--- config.mk ---
export PLATFORM = sky130hd
export DESIGN_NAME = ovc_fault_supervisor
export DESIGN_NICKNAME = d
export VERILOG_FILES = /design/src/rtl/ovc_pkg.sv /design/src/rtl/ovc_bridge_ctl.sv /design/src/rtl/ovc_fault_merge.sv /design/src/rtl/ovc_fault_supervisor.sv
export SDC_FILE = /design/constraint.sdc
export NUM_CORES = 1
export LEC_CHECK = 0
export ABC_CLOCK_PERIOD_IN_PS = 2400
export BUFFER_PORTS_ARGS = -buffer_cell sky130_fd_sc_hd__buf_2
export CORE_UTILIZATION = 29
export DETAILED_ROUTE_END_ITERATION = 10
export PLACE_DENSITY = 0.47
export SLEW_MARGIN = 25
export SYNTH_ARGS = -nofsm -noshare
export SYNTH_HDL_FRONTEND = slang
export SYNTH_SLANG_ARGS = --single-unit
--- constraint.sdc ---
create_clock -name clk -period 2.4 [get_ports clk]
set_input_delay 0.24 -clock clk [delete_from_list [all_inputs] [get_ports clk]]
set_output_delay 0.24 -clock clk [all_outputs]
set_load 0.01 [all_outputs]
--- src/rtl/ovc_pkg.sv ---
`timescale 1ns/1ps
package ovc_pkg;
   typedef enum logic {
      BR_RUN     = 1'b0,
      BR_HOLDOFF = 1'b1
   } br_state_e;

   function automatic int unsigned max_u(input int unsigned a, input int unsigned b);
      return (a > b) ? a : b;
   endfunction
endpackage

--- src/rtl/ovc_bridge_ctl.sv ---
`timescale 1ns/1ps
module ovc_bridge_ctl
   import ovc_pkg::*;
#(
   parameter int unsigned DGL_HI_CYC = 160,
   parameter int unsigned DGL_LO_CYC = 110,
   parameter int unsigned RETRY_CYC  = 120000
) (
   input  logic clk,
   input  logic rst_n,
   input  logic clr_i,
   input  logic ocp_i,
   input  logic lvl_hi_i,
   output logic off_o
);
   localparam int unsigned MAXV = max_u(DGL_HI_CYC, RETRY_CYC);
   localparam int unsigned CW   = $clog2(MAXV + 1);
   localparam logic [CW-1:0] LIM_HI = CW'(DGL_HI_CYC - 1);
   localparam logic [CW-1:0] LIM_LO = CW'(DGL_LO_CYC - 1);
   localparam logic [CW-1:0] LIM_RT = CW'(RETRY_CYC - 1);

   br_state_e     st_q;
   logic [CW-1:0] cnt_q;
   logic [CW-1:0] lim;

   always_comb lim = lvl_hi_i ? LIM_HI : LIM_LO;

   always_ff @(posedge clk or negedge rst_n) begin
      if (!rst_n) begin
         st_q  <= BR_RUN;
         cnt_q <= '0;
      end else if (clr_i) begin
         st_q  <= BR_RUN;
         cnt_q <= '0;
      end else begin
         case (st_q)
            BR_RUN: begin
               if (!ocp_i) begin
                  cnt_q <= '0;
               end else if (cnt_q >= lim) begin
                  st_q  <= BR_HOLDOFF;
                  cnt_q <= '0;
               end else begin
                  cnt_q <= cnt_q + CW'(1);
               end
            end
            default: begin
               if (cnt_q == LIM_RT) begin
                  st_q  <= BR_RUN;
                  cnt_q <= '0;
               end else begin
                  cnt_q <= cnt_q + CW'(1);
               end
            end
         endcase
      end
   end

   assign off_o = (st_q == BR_HOLDOFF);

   // a low sample keeps the bridge running with an empty count
   a_r1_low_restarts: assert property (@(posedge clk) disable iff (!rst_n || clr_i)
      (st_q == BR_RUN && !ocp_i) |=> (st_q == BR_RUN && cnt_q == '0));

   // no trip before the shorter window has been counted
   a_r2_no_early_trip: assert property (@(posedge clk) disable iff (!rst_n || clr_i)
      (st_q == BR_RUN && cnt_q < LIM_LO) |=> (st_q == BR_RUN));

   // hold-off is not cut short
   a_r4_holdoff_kept: assert property (@(posedge clk) disable iff (!rst_n || clr_i)
      (st_q == BR_HOLDOFF && cnt_q != LIM_RT) |=> (st_q == BR_HOLDOFF));

   // a clear edge leaves the controller running and empty
   a_r7_clear_state: assert property (@(posedge clk) disable iff (!rst_n)
      $past(clr_i) |-> (st_q == BR_RUN && cnt_q == '0));
endmodule

--- src/rtl/ovc_fault_merge.sv ---
`timescale 1ns/1ps
module ovc_fault_merge #(
   parameter int unsigned NUM_BRIDGES = 2
) (
   input  logic [NUM_BRIDGES-1:0] oc_off_i,
   input  logic                   uv_i,
   input  logic                   ot_i,
   input  logic                   sleep_i,
   input  logic                   supply_rdy_i,
   output logic [NUM_BRIDGES-1:0] bridge_en_o,
   output logic                   fault_n_o
);
   logic chip_off;

   always_comb begin
      chip_off    = uv_i | ot_i | sleep_i | ~supply_rdy_i;
      bridge_en_o = ~oc_off_i & {NUM_BRIDGES{~chip_off}};
      fault_n_o   = ~((|oc_off_i) | chip_off);
   end
endmodule

--- src/rtl/ovc_fault_supervisor.sv ---
`timescale 1ns/1ps
module ovc_fault_supervisor #(
   parameter int unsigned NUM_BRIDGES = 2,
   parameter int unsigned DGL_HI_CYC  = 160,
   parameter int unsigned DGL_LO_CYC  = 110,
   parameter int unsigned RETRY_CYC   = 120000
) (
   input  logic                   clk,
   input  logic                   rst_n,
   input  logic [NUM_BRIDGES-1:0] ocp_raw_i,
   input  logic [NUM_BRIDGES-1:0] lvl_hi_i,
   input  logic                   uv_i,
   input  logic                   ot_i,
   input  logic                   sleep_i,
   input  logic                   supply_rdy_i,
   output logic [NUM_BRIDGES-1:0] bridge_en_o,
   output logic                   fault_n_o
);
   if (NUM_BRIDGES < 1) begin : g_bad_nb
      $error("NUM_BRIDGES must be at least 1");
   end
   if (DGL_LO_CYC < 1 || DGL_LO_CYC > DGL_HI_CYC) begin : g_bad_dgl
      $error("deglitch lengths must satisfy 1 <= DGL_LO_CYC <= DGL_HI_CYC");
   end
   if (RETRY_CYC < 2) begin : g_bad_rt
      $error("RETRY_CYC must be at least 2");
   end

   logic                   clr;
   logic [NUM_BRIDGES-1:0] oc_off;

   assign clr = uv_i | sleep_i;

   for (genvar b = 0; b < NUM_BRIDGES; b++) begin : g_br
      ovc_bridge_ctl #(
         .DGL_HI_CYC (DGL_HI_CYC),
         .DGL_LO_CYC (DGL_LO_CYC),
         .RETRY_CYC  (RETRY_CYC)
      ) u_ctl (
         .clk      (clk),
         .rst_n    (rst_n),
         .clr_i    (clr),
         .ocp_i    (ocp_raw_i[b]),
         .lvl_hi_i (lvl_hi_i[b]),
         .off_o    (oc_off[b])
      );
   end

   ovc_fault_merge #(.NUM_BRIDGES(NUM_BRIDGES)) u_merge (
      .oc_off_i     (oc_off),
      .uv_i         (uv_i),
      .ot_i         (ot_i),
      .sleep_i      (sleep_i),
      .supply_rdy_i (supply_rdy_i),
      .bridge_en_o  (bridge_en_o),
      .fault_n_o    (fault_n_o)
   );

   // any bridge in hold-off pulls the fault low and is disabled
   a_r3_holdoff_faults: assert property (@(posedge clk) disable iff (!rst_n)
      (|oc_off) |-> (!fault_n_o && ((bridge_en_o & oc_off) == '0)));

   // over-temperature blanks every bridge
   a_r6_ot_blanks: assert property (@(posedge clk) disable iff (!rst_n)
      ot_i |-> (bridge_en_o == '0 && !fault_n_o));

   // a released fault means no source is active
   a_r10_released_clean: assert property (@(posedge clk) disable iff (!rst_n)
      fault_n_o |-> (!uv_i && !ot_i && !sleep_i && supply_rdy_i && oc_off == '0));
endmodule

=== Word level (Yosys, flattened, before mapping) ===
Index checks and enable logic that the tools add are counted.

* Reductions and logical operators: 1
* Muxes and demuxes: 22
* Add/sub/neg operators: 2
* Equal/unequal tests: 2
* Magnitude comparators: 2
* Bitwise gates (word level): 10

{| class="wikitable"
|+ Operator list
! kind !! number
|-
| 17-bit two-way mux || 10
|-
| 17-bit by 1-bit adder with 17-bit output, second input constant || 2
|-
| 17-bit equality test, second input constant || 2
|-
| 17-bit >= comparator || 2
|-
| 8-bit two-way mux || 2
|-
| 1-bit two-way mux || 10
|-
| 1-bit OR || 5
|-
| 1-bit NOT || 3
|-
| 2-bit AND || 1
|-
| 2-bit NOT || 1
|-
| 2-bit OR reduction || 1
|}

* Output and inout bits: 3
* Word-level logic and storage cells: 43
* Input bits: 10
* Register bits after elaboration: 36

=== Depth between registers and ports, before layout ===
Gate-level depths: netlist of the first run.

* Depth after elaboration: 6
* Depth in mapped cells: 9
* Depth with buffers taken out: 7

=== By module ===
Synthesis of the first run repeated with hierarchy kept, for this count alone.

* Cells, all modules: 235
* Area, all modules: 2,496.1 µm²

{| class="wikitable"
|+ Modules (own cells, without submodules)
! module !! cells each !! area an instance (µm²) !! instances !! seq. area each (µm²)
|-
| ovc_bridge_ctl || 115 || 1,219.9 || 2 || 450.4
|-
| ovc_fault_merge || 4 || 50.0 || 1 || 0.0
|-
| ovc_fault_supervisor || 1 || 6.3 || 1 || 0.0
|}

=== Worst setup path after synthesis of the first run ===
OpenSTA, ideal clock, no wires.

* Kind: flip-flop to flip-flop
* Start: register g_br[0].u_ctl.cnt_q[11]
* End: register g_br[0].u_ctl.cnt_q[10]
* Path slack: 0.363 ns
* Arrival time: 1.916 ns
* Required time: 2.279 ns
* Stages on the path, launching flop included: 8
* Cell sequence: dfrtp_1 > or4_1 > or3_1 > o21ai_1 > o22a_1 > buf_2 > buf_2 > nor2_1

* Word-level cells in the longest chain between the ends: 5
* Elaborated cells between the ends (all ways): 7
* Those cells by class: 1 x order compare; 1 x eq/ne; 5 x mux

{| class="wikitable"
|+ Ends and longest elaborated chain
! what !! RTL line !! source
|-
| start, declared || ovc_bridge_ctl.sv:23 || <nowiki>logic [CW-1:0] cnt_q;</nowiki>
|-
| start signal, assigned || ovc_bridge_ctl.sv:44 || <nowiki>cnt_q <= cnt_q + CW'(1);</nowiki>
|-
| start signal, assigned || ovc_bridge_ctl.sv:52 || <nowiki>cnt_q <= cnt_q + CW'(1);</nowiki>
|-
| 17-bit >= comparator || ovc_bridge_ctl.sv:40 || <nowiki>end else if (cnt_q >= lim) begin</nowiki>
|-
| 17-bit two-way mux || ovc_bridge_ctl.sv:40 ||
|-
| 17-bit two-way mux || ovc_bridge_ctl.sv:38 || <nowiki>if (!ocp_i) begin</nowiki>
|-
| 17-bit two-way mux * || ovc_bridge_ctl.sv:36 || <nowiki>case (st_q)</nowiki>
|-
| 17-bit two-way mux * || ovc_bridge_ctl.sv:32 || <nowiki>end else if (clr_i) begin</nowiki>
|}

Mark *: on every way between the ends. The rest lies on a longest branch, timed or not.

=== Final worst setup path of the first run ===
* Start: register g_br[1].u_ctl.cnt_q[14]
* End: register g_br[1].u_ctl.cnt_q[15]

* Word-level cells in the longest chain between the ends: 5
* Elaborated cells between the ends (all ways): 8
* Those cells by class: 1 x add/sub; 1 x order compare; 1 x eq/ne; 5 x mux

{| class="wikitable"
|+ Ends and longest elaborated chain
! what !! RTL line
|-
| start, declared || ovc_bridge_ctl.sv:23
|-
| start signal, assigned || ovc_bridge_ctl.sv:44
|-
| start signal, assigned || ovc_bridge_ctl.sv:52
|-
| 17-bit by 1-bit adder with 17-bit output / 17-bit >= comparator (equally long branches) || ovc_bridge_ctl.sv:44, ovc_bridge_ctl.sv:52, ovc_bridge_ctl.sv:40
|-
| 17-bit two-way mux || ovc_bridge_ctl.sv:40
|-
| 17-bit two-way mux || ovc_bridge_ctl.sv:38
|-
| 17-bit two-way mux * || ovc_bridge_ctl.sv:36
|-
| 17-bit two-way mux * || ovc_bridge_ctl.sv:32
|}

Marked as above.

==> results.json, run 1 <==
{
  "fillCellCount": 711,
  "syn_to_final_growth_pct": 14.5,
  "outcome": "finished clean",
  "reg2reg_depth": 5,
  "grtUsageTotal_pct": 13.5,
  "cts_tree": "yes",
  "drv_cap": 0,
  "min_period_ns": 2.18,
  "drcViolationCount": 0,
  "syn-cell-area_um2": 2110,
  "yosys.area.top_type": "dfrtp_1",
  "finalCritPeriodShare_pct": 91.0,
  "r2r_end": "g_br[1].u_ctl.cnt_q[15]",
  "fin_area_um2": 2410,
  "grt-ovfl-total": 0,
  "post_cts_buffers": 0,
  "clock_latency_ns": 0.29,
  "grt_pass1_vias": 1608,
  "vias": 1687,
  "syn_avg_cell_area_um2": 9.16,
  "wl_met3_um": 250,
  "post-route-util_pct": 34.9,
  "synth.top_cell.area_share_pct": 42.8,
  "core_um2": 6910,
  "p_leak_nw": 1.06,
  "start_util_pct": 30.5,
  "start_kind": "flip-flop",
  "finalMaxSlewViolations": 0,
  "synthTopCellsByArea": "dfrtp_1 43%, nor2_1 7.8%, xor2_1 7.5%, ha_1 7.1%, xnor2_1 4.6%",
  "r2r_slack_ns": 0.22,
  "critPathArrivalTime_ns": 2.39,
  "fmax_ghz": 0.458,
  "endpoint_kind": "flip-flop",
  "route.met2.wl_um": 1940,
  "tightest_slew_ns": 0.827,
  "slew_headroom_pct": 44.9,
  "min_path_type": "in -> async",
  "vias_per_cell": 4.82,
  "criticalPathCategory": "reg -> reg",
  "worstPathRequired_ns": 2.61,
  "rsz0062_at_grt": "no",
  "drt_pre_antenna_iters": 4,
  "synth_seq_area_share_pct": 42.8,
  "ir_drop_mv": 0.145,
  "reg2reg_from": "g_br[1].u_ctl.cnt_q[14]",
  "cts.clk_slew.worst_paths_ns": 0.08,
  "gp_congestion": 0.778,
  "nNetsFinal": 275,
  "hold_ws_ns": 0.0431,
  "wl_um": 4710,
  "design.die.area_um2": 7610,
  "die_w_um": 87.2,
  "cts_buffers": 5,
  "htree_levels": 2,
  "wl_per_cell_um": 13.4,
  "io_buffers": 12,
  "clock-sinks": 36,
  "holdBufCountCts": 0,
  "synth-seq-cells": 36,
  "cp_max_fo": 17,
  "hpwlAfterDp_um": 3290,
  "grt_max_degree": 37,
  "num_rows": 30,
  "root_buffer": "clkbuf_8",
  "antenna_found_initial": 0,
  "clock-skew-final_ns": 0.00521,
  "netlist_instances": 230,
  "layout-drive-gt1-share_pct": 11.4,
  "synth_edf_count": 0,
  "grt_pass1_wl_um": 7910,
  "async_flop_share_pct": 100,
  "p_per_area_nw_per_um2": 464,
  "antenna_cells": 0,
  "setup_viol_count_final": 0,
  "power_mw": 1.12,
  "hold_viol": 0,
  "ys_warn_count": 0,
  "finalSetupTns_ns": 0,
  "drt_iter0_drc": 121,
  "postRouteAntennaNets": 0,
  "highest_layer": "met4",
  "wl_met1_um": 2450,
  "place_area_um2": 2320,
  "synth_cell_types": 34,
  "io_pins": 13,
  "cts.path.max_buffers": 2,
  "syn_nets": 252,
  "synth_ff_type": "dfrtp_1",
  "die_h_um": 87.2
}
[report_power, final]
group / internal (mW) / switching (mW) / total [mW] / leakage [nW]
clock: 0.234 / 0.218 / 0.452 / 0.0455
sequential: 0.608 / 0.00246 / 0.610 / 0.502
combinational: 0.0179 / 0.0392 / 0.0571 / 0.515
total: 0.860 / 0.259 / 1.12 / 1.06
[worst max-delay path, cell delays in order (launching register included)]
cell and delay, ns:
dfrtp_1 0.42, or4_1 0.51, or4_1 0.49, a21oi_2 0.19, a31oi_4 0.24, nor3b_1 0.24
[logic make-up (layout without fill, tap and decap cells)]
group	Yosys count	count (layout)	share of synthesized area, %
DFF	36	36	42.8
adders and majority gates	12	12	7.13
and+or+nand+nor	122	122	28.6
buffers and inverters	13	37	2.85
xor gates and xnor gates	29	29	12.1
AOI/OAI and AO/OA	18	18	6.65
[what timing repair did]
item                                   CTS  global route
setup endpoints to repair                0             1
endpoints found under the hold margin    0             0
resized for setup                        0             1
[routing by layer]
| metal | global-route usage (%) | vias to the layer above |
|---|---|---|
| met3 | 2.84 | 8 |
| met2 | 19.1 | 46 |
| li1 | - | 850 |
| met1 | 20.0 | 783 |
| met5 | 0 | - |
| met4 | 4.92 | 0 |
[cells in the final DEF (no fill, tap or decap), types with 3 or more instances in the layout]
master,n
nand3_1,11
clkbuf_8,6
nand4_1,12
ha_1,12
inv_1,9
nor3_1,8
or4_1,6
nand2_1,21
dfrtp_1,36
xnor2_1,11
nor4_1,6
nor2_1,44
xor2_1,18
a21oi_1,4
nor3b_1,3
nand4b_1,3
buf_2,12
buf_4,8
[final cells by class]
cell class	instances	area, um^2	share of cell area (%)
inverter	9	33.8	1.40
sequential	36	901	37.3
tap	96	120	4.98
timing repair buffer	20	120	4.98
multi-input combinational	181	1150	47.6
clock buffer	8	90.1	3.73
[synth_stat cells, drive strengths merged, types with 3 or more instances]
library cell	count
nor2	44
dfrtp	36
nand2	21
xor2	18
ha	12
nand4	12
nand3	11
xnor2	11
inv	9
nor3	8
nor4	6
or4	6
a21oi	5
buf	4
nand4b	3
nor3b	3
o21a	3
[sequential cells by signal, summed over array words and instances, names as in the netlist]
| register | count |
|---|---|
| g_br.u_ctl.cnt_q | 34 |
| g_br.u_ctl.off_o | 2 |
[worst max path at each step]
stage                             from  slack (ns)  cells past startpoint                       to
2_1_floorplan  g_br[0].u_ctl.cnt_q[11]        0.36                      7  g_br[0].u_ctl.cnt_q[10]
3_3_place_gp   g_br[1].u_ctl.cnt_q[13]        0.18                      4  g_br[1].u_ctl.cnt_q[16]
3_5_place_dp   g_br[1].u_ctl.cnt_q[13]        0.12                      4  g_br[1].u_ctl.cnt_q[15]
4_1_cts        g_br[1].u_ctl.cnt_q[13]        0.11                      4  g_br[1].u_ctl.cnt_q[15]
5_1_grt        g_br[1].u_ctl.cnt_q[14]       0.005                      5  g_br[1].u_ctl.cnt_q[16]
6_report       g_br[1].u_ctl.cnt_q[14]        0.22                      5  g_br[1].u_ctl.cnt_q[15]
[metrics by stage]
| step | std cells | worst slack (ns) |
|---|---|---|
| final | 350 | 0.216 |
| after global routing | 350 | 0.00521 |
| after CTS | 350 | 0.107 |
| after detailed placement | 342 | 0.116 |
| after global placement | 342 | 0.175 |
| after floorplan | 230 | 0.363 |
Note: power is estimated with default switching activity, not from simulation.
==> run 2, diff against run 1 <==
- RECOVER_POWER: default -> 100
==> results.json, run 2 (synthesized netlist as in run 1, its figures left out) <==
{
  "min_path_type": "in -> reg",
  "final_common_cell": "nor2_1",
  "p_leak_nw": 1.05,
  "clock-skew-final_ns": 0.00515,
  "grt_pass1_vias": 1608,
  "grt_pass1_wl_um": 7910,
  "drv_cap": 1,
  "die_w_um": 87.2,
  "vias": 1686,
  "place_inst": 342,
  "fillCellCount": 714,
  "largest_register_ffs": 34,
  "postRouteAntennaNets": 0,
  "fin_cells": 350,
  "clock_latency_ns": 0.29,
  "drt_pre_antenna_iters": 4,
  "io_pins": 13,
  "vias_per_cell": 4.82,
  "cts.path.max_buffers": 2,
  "criticalPathCategory": "reg -> reg",
  "finalSetupTns_ns": 0,
  "num_rows": 30,
  "r2r_slack_ns": 0.22,
  "hold_viol": 0,
  "worstPathRequired_ns": 2.61,
  "grt-ovfl-total": 0,
  "die_h_um": 87.2,
  "cp_max_fo": 17,
  "io_buffers": 12,
  "finalMaxSlewViolations": 37,
  "hold_depth": 3,
  "p_per_area_nw_per_um2": 466,
  "layout_common_cells": "44 x nor2_1, 36 x dfrtp_1, 21 x nand2_1, 18 x xor2_1",
  "fmax_ghz": 0.458,
  "gp_congestion": 0.778,
  "wl_um": 4700,
  "start_kind": "flip-flop",
  "clock-sinks": 36,
  "grt_max_degree": 37,
  "design.die.area_um2": 7610,
  "cts_tree": "yes",
  "reg2reg_from": "g_br[1].u_ctl.cnt_q[14]",
  "grtUsageTotal_pct": 13.5,
  "htree_levels": 2,
  "endpoint_kind": "flip-flop",
  "critPathArrivalTime_ns": 2.39,
  "critPathMaxStageDelay_ns": 0.51,
  "syn_to_final_growth_pct": 14.0,
  "post_cts_buffers": 0,
  "min_to": "g_br[0].u_ctl.off_o",
  "ir_drop_mv": 0.146,
  "antenna_found_initial": 0,
  "cts_buffers": 5,
  "antenna_cells": 0,
  "start_util_pct": 30.5,
  "finalCritPeriodShare_pct": 91.0,
  "reg2reg_depth": 5,
  "core_um2": 6910,
  "tightest_slew_ns": 1.99,
  "top_register": "g_br.u_ctl.cnt_q",
  "hpwlAfterDp_um": 3290,
  "crit_chain": "or4_1 -> or4_1 -> a21oi_2 -> a31oi_4 -> nor3b_1",
  "worst_path_max_delay_cell": "or4_1",
  "min_period_ns": 2.18,
  "root_buffer": "clkbuf_8",
  "r2r_end": "g_br[1].u_ctl.cnt_q[15]",
  "path_common_cell": "or4_1",
  "outcome": "finished, violations left",
  "drcViolationCount": 0,
  "hp-start": "ocp_raw_i[0]",
  "cts.clk_slew.worst_paths_ns": 0.08,
  "setup_viol_count_final": 0,
  "slew_headroom_pct": -32.4,
  "violations": "capacitance limit, slew limit",
  "wl_per_cell_um": 13.4,
  "nNetsFinal": 275,
  "drt_iter0_drc": 121,
  "layout-drive-gt1-share_pct": 9.84,
  "hold_ws_ns": 0.211,
  "rsz0062_at_grt": "no",
  "post-route-util_pct": 34.8
}
==> run 2: how the worst max path moves through the flow <==
stage                             from                       to  slack, ns  depth (start not counted)
2_1_floorplan  g_br[0].u_ctl.cnt_q[11]  g_br[0].u_ctl.cnt_q[10]       0.36                          7
3_3_place_gp   g_br[1].u_ctl.cnt_q[13]  g_br[1].u_ctl.cnt_q[16]       0.18                          4
3_5_place_dp   g_br[1].u_ctl.cnt_q[13]  g_br[1].u_ctl.cnt_q[15]       0.12                          4
4_1_cts        g_br[1].u_ctl.cnt_q[13]  g_br[1].u_ctl.cnt_q[15]       0.11                          4
5_1_grt        g_br[1].u_ctl.cnt_q[14]  g_br[1].u_ctl.cnt_q[16]      0.005                          5
6_report       g_br[1].u_ctl.cnt_q[14]  g_br[1].u_ctl.cnt_q[15]       0.22                          5
==> run 2: stage by stage <==
stage          area, um^2  power [mW]  worst slack (ns)
2_1_floorplan        2110       0.650             0.363
3_3_place_gp         2320       0.680             0.175
3_5_place_dp         2320       0.680             0.116
4_1_cts              2410        1.14             0.107
5_1_grt              2400        1.16           0.00521
6_report             2400        1.12             0.216
==> run 2: area by class of cell <==
cell class,instances,area [um^2],area share (%)
sequential,36,901,37.5
tap,96,120,5.00
multi-input combinational,181,1150,47.8
inverter,9,33.8,1.41
timing repair buffer,20,110,4.58
clock buffer,8,90.1,3.75
==> run 2: critical path, delay by kind of cell (launching register included) <==
| family | cells | cell delay, ns |
|---|---|---|
| AOI/OAI and AO/OA | 2 | 0.43 |
| DFF | 1 | 0.42 |
| and+or+nand+nor | 3 | 1.24 |
==> run 2: what timing repair did <==
action	in CTS	in global routing
endpoints found under the setup margin	0	1
resized for setup	0	1
hold buffers	0	0
==> run 2: report_power, final <==
| part | switching, mW | total, mW | internal (mW) |
|---|---|---|---|
| logic | 0.0391 | 0.0555 | 0.0165 |
| registers | 0.00242 | 0.610 | 0.608 |
| clock network | 0.220 | 0.454 | 0.234 |
| total | 0.261 | 1.12 | 0.859 |
==> run 2: metal layers <==
layer,vias up,track usage [%],share of wire (%)
met5,-,0,0
met4,0,4.92,1.5
met3,8,2.84,4.9
met2,39,19.1,41
met1,788,20.0,52
li1,851,-,-
==> run 3, diff against run 2 <==
--- a/config.mk
+++ b/config.mk
@@ -10,4 +10,5 @@
 export CORE_UTILIZATION = 29
 export DETAILED_ROUTE_END_ITERATION = 10
+export GPL_TIMING_DRIVEN = 0
 export PLACE_DENSITY = 0.47
 export RECOVER_POWER = 100
==> constraint.sdc (replaced) <==
create_clock -name clk -period 2.4 [get_ports clk]
set_input_delay 0.48 -clock clk [delete_from_list [all_inputs] [get_ports clk]]
set_output_delay 0.48 -clock clk [all_outputs]
set_load 0.01 [all_outputs]
==> results.json, run 3 (synthesized netlist as in run 1, its figures left out) <==
{
  "outcome": "finished clean",
  "num_rows": 30,
  "grt_pass1_vias": 1594,
  "ir_drop_mv": 0.203,
  "start_util_pct": 30.5,
  "slew_headroom_pct": 38.0,
  "drcViolationCount": 0,
  "ctsResizeCount": 0,
  "drt_pre_antenna_iters": 4,
  "hpwlAfterDp_um": 3250,
  "vias_per_cell": 4.78,
  "min_period_ns": 2.27,
  "cts.path.max_buffers": 2,
  "cts_tree": "yes",
  "hold_ws_ns": 0.310,
  "post_cts_buffers": 0,
  "nNetsFinal": 270,
  "post-route-util_pct": 34.8,
  "drv_cap": 0,
  "wl_per_cell_um": 13.4,
  "tightest_slew_ns": 0.930,
  "hold_viol": 0,
  "design.die.area_um2": 7610,
  "critPathMaxStageDelay_ns": 0.55,
  "cts_buffers": 5,
  "fin_area_um2": 2400,
  "rsz0062_at_grt": "no",
  "finalCritPeriodShare_pct": 94.4,
  "grt_pass1_wl_um": 8110,
  "holdBufCountCts": 0,
  "clock-skew-final_ns": 0.00447,
  "wl_um": 4610,
  "vias": 1648,
  "grtUsageTotal_pct": 14.0,
  "cts.clk_slew.worst_paths_ns": 0.08,
  "fmax_ghz": 0.441,
  "critPathArrivalTime_ns": 2.45,
  "postRouteAntennaNets": 0,
  "htree_levels": 2,
  "layout-drive-gt1-share_pct": 8.84,
  "preCtsSetupSlack_ns": -0.0633,
  "final_common_cell": "nor2_1",
  "clock_latency_ns": 0.29,
  "grt_max_degree": 37,
  "syn_to_final_growth_pct": 14.1,
  "reg2reg_depth": 5,
  "clock-sinks": 36,
  "io_buffers": 12,
  "die_h_um": 87.2,
  "io_pins": 13,
  "cp_max_fo": 10,
  "criticalPathCategory": "reg -> reg",
  "start_kind": "flip-flop",
  "path_buf_inv": 1,
  "cp_top_family": "simple AND/OR/NAND/NOR gates",
  "layout_common_cells": "44 x nor2_1, 36 x dfrtp_1, 21 x nand2_1, 18 x xor2_1",
  "grt-ovfl-total": 0,
  "p_leak_nw": 1.04,
  "drt_iter0_drc": 102,
  "gp_congestion": 0.776,
  "antenna_cells": 0,
  "endpoint_kind": "flip-flop",
  "root_buffer": "clkbuf_8",
  "place_area_um2": 2290,
  "worstPathRequired_ns": 2.58,
  "p_per_area_nw_per_um2": 527,
  "finalMaxSlewViolations": 0,
  "crit_chain": "or4_1 -> or4_1 -> o21a_1 -> buf_2 -> o21a_1",
  "largest_register_ffs": 34,
  "setup_slack_ns": 0.133,
  "setup_viol_count_final": 0,
  "fillCellCount": 735,
  "worst_path_max_delay_cell": "or4_1",
  "core_um2": 6910,
  "die_w_um": 87.2,
  "cp.depth": 5,
  "top_register": "g_br.u_ctl.cnt_q",
  "min_path_type": "in -> async",
  "antenna_found_initial": 0
}
==> run 3: cell type report <==
cell class | instances | area [um^2] | share of cell area [%]
multi-input combinational | 181 | 1150 | 47.7
clock buffer | 7 | 96.3 | 4.01
inverter | 9 | 33.8 | 1.40
sequential | 36 | 901 | 37.5
clock inverter | 1 | 30.0 | 1.25
tap | 96 | 120 | 4.99
buffer | 3 | 21.3 | 0.884
timing repair buffer | 12 | 56.3 | 2.34
==> run 3: worst paths after layout <==
kind	from	end	slack, ns
worst max-delay path	g_br[1].u_ctl.cnt_q[13]	g_br[1].u_ctl.off_o	0.13
worst min-delay path	rst_n	g_br[0].u_ctl.cnt_q[3]	0.31
worst max register to register	g_br[1].u_ctl.cnt_q[13]	g_br[1].u_ctl.off_o	0.13
worst min register to register	g_br[1].u_ctl.cnt_q[0]	g_br[1].u_ctl.cnt_q[0]	0.54
max in group asynchronous	rst_n	g_br[1].u_ctl.cnt_q[0]	1.50
min in group clk	ocp_raw_i[0]	g_br[0].u_ctl.off_o	0.45
==> run 3: through the flow <==
| stage | power [mW] | setup TNS (ns) | instances |
|---|---|---|---|
| after floorplan | 0.650 | 0 | 230 |
| after global placement | 0.683 | -1.60 | 338 |
| after detailed placement | 0.683 | -1.04 | 338 |
| after CTS | 1.29 | 0 | 346 |
| after global routing | 1.32 | 0 | 345 |
| final | 1.27 | 0 | 345 |
==> run 3: power breakdown <==
part           switching [mW]  internal, mW
combinational          0.0399        0.0183
sequential            0.00239         0.608
clock                   0.233         0.367
==> run 3: metal layers <==
layer | GRT usage, % | vias to the layer above | share of wire [%]
met1 | 20.8 | 771 | 52
met4 | 5.37 | 0 | 1.8
li1 | - | 840 | -
met5 | 0 | - | 0
met3 | 3.41 | 6 | 4.1
met2 | 19.3 | 31 | 42
==> run 3: worst reg2reg max path: cells and delay by family, from the launching register on <==
kind	cells	cell delay (ns)
simple gates	2	1.09
compound gates	2	0.42
flops	1	0.41
buf+inv	1	0.24
